File: src/rtl/pc_span_timer.sv
module pc_span_timer #(
  parameter int DATA_W = 16,
  parameter int CNT_W  = 16,
  parameter int SEL_W  = 3
) (
  input  logic                clk,
  input  logic                rst_n,
  input  logic [2*DATA_W-1:0] pc,
  input  logic                reg_we,
  input  logic [SEL_W-1:0]    reg_sel,
  input  logic [DATA_W-1:0]   reg_wdata,
  output logic [DATA_W-1:0]   reg_rdata,
  output logic [DATA_W-1:0]   span_count,
  output logic                span_done
);
  localparam int ADDR_W = 2 * DATA_W;
  localparam logic [CNT_W-1:0] CNT_MAX = {CNT_W{1'b1}};

  logic [DATA_W-1:0] start_lo, start_hi, end_lo, end_hi;
  logic [ADDR_W-1:0] start_addr, end_addr;
  logic [CNT_W-1:0]  cnt_q, hold_q;
  logic              run_q, latch_q, clear_q;

  assign start_addr = {start_hi, start_lo};
  assign end_addr   = {end_hi, end_lo};

  wire idle = !run_q && !latch_q && !clear_q;
  wire go   = idle && (pc == start_addr);
  wire stop = run_q && (pc == end_addr);

  always_ff @(posedge clk or negedge rst_n) begin
    if (!rst_n) begin
      start_lo <= '0;
      start_hi <= '0;
      end_lo   <= '0;
      end_hi   <= '0;
    end else if (reg_we) begin
      case (reg_sel)
        SEL_W'(0): start_lo <= reg_wdata;
        SEL_W'(1): start_hi <= reg_wdata;
        SEL_W'(2): end_lo   <= reg_wdata;
        SEL_W'(3): end_hi   <= reg_wdata;
        default: ;
      endcase
    end
  end

  always_ff @(posedge clk or negedge rst_n) begin
    if (!rst_n) begin
      run_q   <= 1'b0;
      latch_q <= 1'b0;
      clear_q <= 1'b0;
    end else begin
      if (go)        run_q <= 1'b1;
      else if (stop) run_q <= 1'b0;
      latch_q <= stop;
      clear_q <= latch_q;
    end
  end

  always_ff @(posedge clk or negedge rst_n) begin
    if (!rst_n)                     cnt_q <= '0;
    else if (clear_q)               cnt_q <= '0;
    else if (run_q && cnt_q != CNT_MAX) cnt_q <= cnt_q + 1'b1;
  end

  always_ff @(posedge clk or negedge rst_n) begin
    if (!rst_n) begin
      hold_q    <= '0;
      span_done <= 1'b0;
    end else begin
      if (latch_q) hold_q <= cnt_q;
      if (latch_q)                                  span_done <= 1'b1;
      else if (reg_we && reg_sel == SEL_W'(0))      span_done <= 1'b0;
    end
  end

  assign span_count = DATA_W'(hold_q);

  always_comb begin
    case (reg_sel)
      SEL_W'(0): reg_rdata = start_lo;
      SEL_W'(1): reg_rdata = start_hi;
      SEL_W'(2): reg_rdata = end_lo;
      SEL_W'(3): reg_rdata = end_hi;
      SEL_W'(4): reg_rdata = span_count;
      SEL_W'(5): reg_rdata = DATA_W'({run_q, span_done});
      default:   reg_rdata = '0;
    endcase
  end
endmodule

File: config.mk
export PLATFORM = sky130hd
export DESIGN_NAME = pc_span_timer
export DESIGN_NICKNAME = d
export VERILOG_FILES = /design/src/rtl/pc_span_timer.sv
export SDC_FILE = /design/constraint.sdc
export NUM_CORES = 1
export LEC_CHECK = 0
export BUFFER_PORTS_ARGS = -buffer_cell sky130_fd_sc_hd__buf_2
export CORE_MARGIN = 3
export CORE_UTILIZATION = 50
export CTS_CLUSTER_SIZE = 20
export DETAILED_ROUTE_END_ITERATION = 12
export PLACE_DENSITY = 0.72
export REMOVE_ABC_BUFFERS = 1
export SLEW_MARGIN = 30
export SYNTH_ARGS = -nofsm -noshare
export SYNTH_HDL_FRONTEND = slang
export SYNTH_SLANG_ARGS = --single-unit
File: constraint.sdc
create_clock -name clk -period 3.8 [get_ports clk]
set_input_delay 0.38 -clock clk [delete_from_list [all_inputs] [get_ports clk]]
set_output_delay 0.38 -clock clk [all_outputs]
set_load 0.1 [all_outputs]
==> impl_metrics.csv <==
group,metric,value,unit
global_route,grt_pass1_wl,21.13,mm
sta,fin_crit_sh,68.62,%
sta,slew_viol_final,0,
cells_and_area,postLayoutCoreUtil,58.38,%
power_and_ir_drop,p_per_area,461.1,mW/mm^2
yosys,syn_area_per_cell,12.23,sq um
min_path,min_path_type,"in -> async",
routing,ant_nets,0,
power_and_ir_drop,leakagePower,2.736,nW
sta,tightest_slew,1.024,ns
yosys,ys_seq_elements,100,
critical_path,critical_path_class,"in -> out",
flow_run,cap_violations,0,
routing,wire_per_inst,20.27,microns
clocking,cts_resized,0,
yosys,netlist_instances,440,
sta,rsz0062_at_grt,"no",
yosys,post-synth-top-area-fraction,46.50,%
clocking,hold_buffers,0,
clocking,cts_buffers,9,
yosys,synth_warnings,0,
yosys,synth_edf_count,0,
yosys,synth.area.top_cells,"dfrtp_1, mux2_2, xnor2_1",
yosys,synth_area,0.005381,sq mm
die,dieHeight,109.7,microns
critical_path,cp-end-kind,"primary output",
routing,firstDrtPassIters,4,
sta,finClkSkew,0.01019,ns
routing,num_vias,3734,
yosys,synthFlopType,"dfrtp_1",
clocking,cts.clk_slew.worst_paths,0.09,ns
die,ios,87,
place,dp_hpwl,9.816,mm
critical_path,crit_required,3.42,ns
place,place_congestion,0.8302,
sta,setup_viol,0,
die,initial_core_util,51.66,%
die,rows,37,
routing,wirelength,13.38,mm
cells_and_area,final_nets,574,
global_route,grt_max_degree,75,
cells_and_area,diodes,0,
clocking,post-cts-setup-buffers,0,
die,core,0.01042,sq mm
cells_and_area,layout.cells.non_filler,660,
status,status,"finished clean",
yosys,synth.most_common_cell,"dfrtp_1",
place,place_inst,644,
yosys,ys_types,46,
sta,period_needed,2.608,ns
sta,hold_viol_final,0,
critical_path,crit_path_start_kind,"input pin",
cells_and_area,area_growth,13.00,%
global_route,antenna_found_initial,0,
power_and_ir_drop,p_total,2.804,mW
sta,setup_tns,0,ns
clocking,clockRootBuffer,"clkbuf_8",
clocking,clk_latency,0.37,ns
critical_path,cp_max_fo,28,
clocking,clockBufferDepth,2,
die,dieArea,0.01204,sq mm
cells_and_area,drive_gt1_share,38.36,%
clocking,cts-htree-levels,3,
global_route,grt_pass1_vias,3985,
place,numPortBuffers,86,
power_and_ir_drop,max-vdd-ir-drop,0.3664,mV
routing,viasPerCell,5.658,
yosys,ys_seq_area_share,46.50,%
sta,clock.fmax,383.5,MHz
yosys,synthArstFlopShare,100.0,%
clocking,cts_tree,"done",
die,die_w,109.7,microns
yosys,yosys-top-cells-count,"dfrtp_1, mux2_2, xnor2_1",
clocking,clock-sinks,100,
critical_path,cp.arrival,2.23,ns
global_route,overflow,0,
routing,drt_iter0_drc,236,
yosys,synth_area_leader_cell,"dfrtp_1",
global_route,grt_usage,23.46,%
sta,slew_headroom,31.75,%
routing,drc_errors,0,
metal layers:
layer,vias to the layer above,wire length [microns],track usage [%]
met4,0,329,8.281
met1,1897,5573,30.25
met3,19,565,3.817
met5,-,0,0
li1,1720,-,-
met2,98,6908,40.02
cell usage in the layout (no fill, tap or decap), types with 3 or more instances in the layout:
cell,Yosys,final
a21oi_1,11,11
and3_1,3,3
buf_2,8,85
clkbuf_8,0,10
dfrtp_1,100,100
inv_1,11,11
mux2_1,9,9
mux2_2,73,73
mux2i_1,13,13
mux4_2,10,10
nand2_1,16,16
nand3_1,8,8
nand4_1,13,13
nor2_1,18,18
nor4_1,8,8
nor4_2,3,3
o21ai_0,11,11
o22ai_1,6,6
xnor2_1,48,48
xor2_1,27,27
sequential cells by signal, indices dropped and copies added, names as in the netlist:
signal	flops
start_lo	16
latch_q	1
end_lo	16
run_q	1
cnt_q	16
span_count	16
start_hi	16
clear_q	1
span_done	1
end_hi	16
metrics by stage:
step / cell area [sq um] / setup WS [ns] / hold slack [ns]
finish: 6081 / 1.192 / 0.03571
global route: 6081 / 1.146 / 0.07174
CTS: 6077 / 1.217 / 0.1955
detailed placement: 5892 / 1.240 / 0.5282
global placement: 5881 / 1.201 / 0.5167
floorplan: 5263 / 0.5994 / 0.08441
report_power, final:
group / leakage (nW) / internal [mW] / total (mW) / switching [mW]
logic: 1.37 / 0.330 / 0.789 / 0.459
registers: 1.27 / 1.21 / 1.36 / 0.147
clock network: 0.0933 / 0.262 / 0.654 / 0.391
total: 2.74 / 1.81 / 2.80 / 0.997
final cells by class:
| class | instances | area [sq um] |
|---|---|---|
| fill | 895 | 4335 |
| timing repair buffer | 89 | 462.9 |
| clock buffer | 10 | 137.6 |
| inverter | 11 | 41.29 |
| sequential | 100 | 2502 |
| tap | 136 | 170.2 |
| multi-input combinational | 308 | 2719 |
| clock inverter | 6 | 47.55 |
worst paths after layout:
check / start / endpoint / slack [ns] / cells after the start
min: rst_n / span_count[3]$_DFFE_PN0P_ / 0.04 / 1
min reg2reg: end_lo[2]$_DFFE_PN0P_ / end_lo[2]$_DFFE_PN0P_ / 0.55 / 1
min in group clk: reg_wdata[5] / end_lo[5]$_DFFE_PN0P_ / 0.27 / 2
max: reg_sel[1] / reg_rdata[10] / 1.19 / 5
max reg2reg: cnt_q[0]$_DFFE_PN0P_ / cnt_q[11]$_DFFE_PN0P_ / 1.94 / 6
max in group asynchronous: rst_n / cnt_q[1]$_DFFE_PN0P_ / 2.90 / 2
logic make-up after synthesis:
family                   Yosys count  share of synthesized area, %
adder cells (fa/ha/maj)            1                        0.2325
AND/OR/NAND/NOR                   89                         9.975
buffers and inverters             32                         2.976
multiplexers                     105                         23.76
AO/OA/AOI/OAI                     38                         4.348
flip-flops                       100                         46.50
XOR/XNOR                          75                         12.21
worst max-delay path: stages:
cell and delay [ns]:
buf_2 0.36, nor2b_1 0.65, a21oi_1 0.15, o22ai_1 0.19, buf_2 0.47
Power figures use the tool's default switching activity.
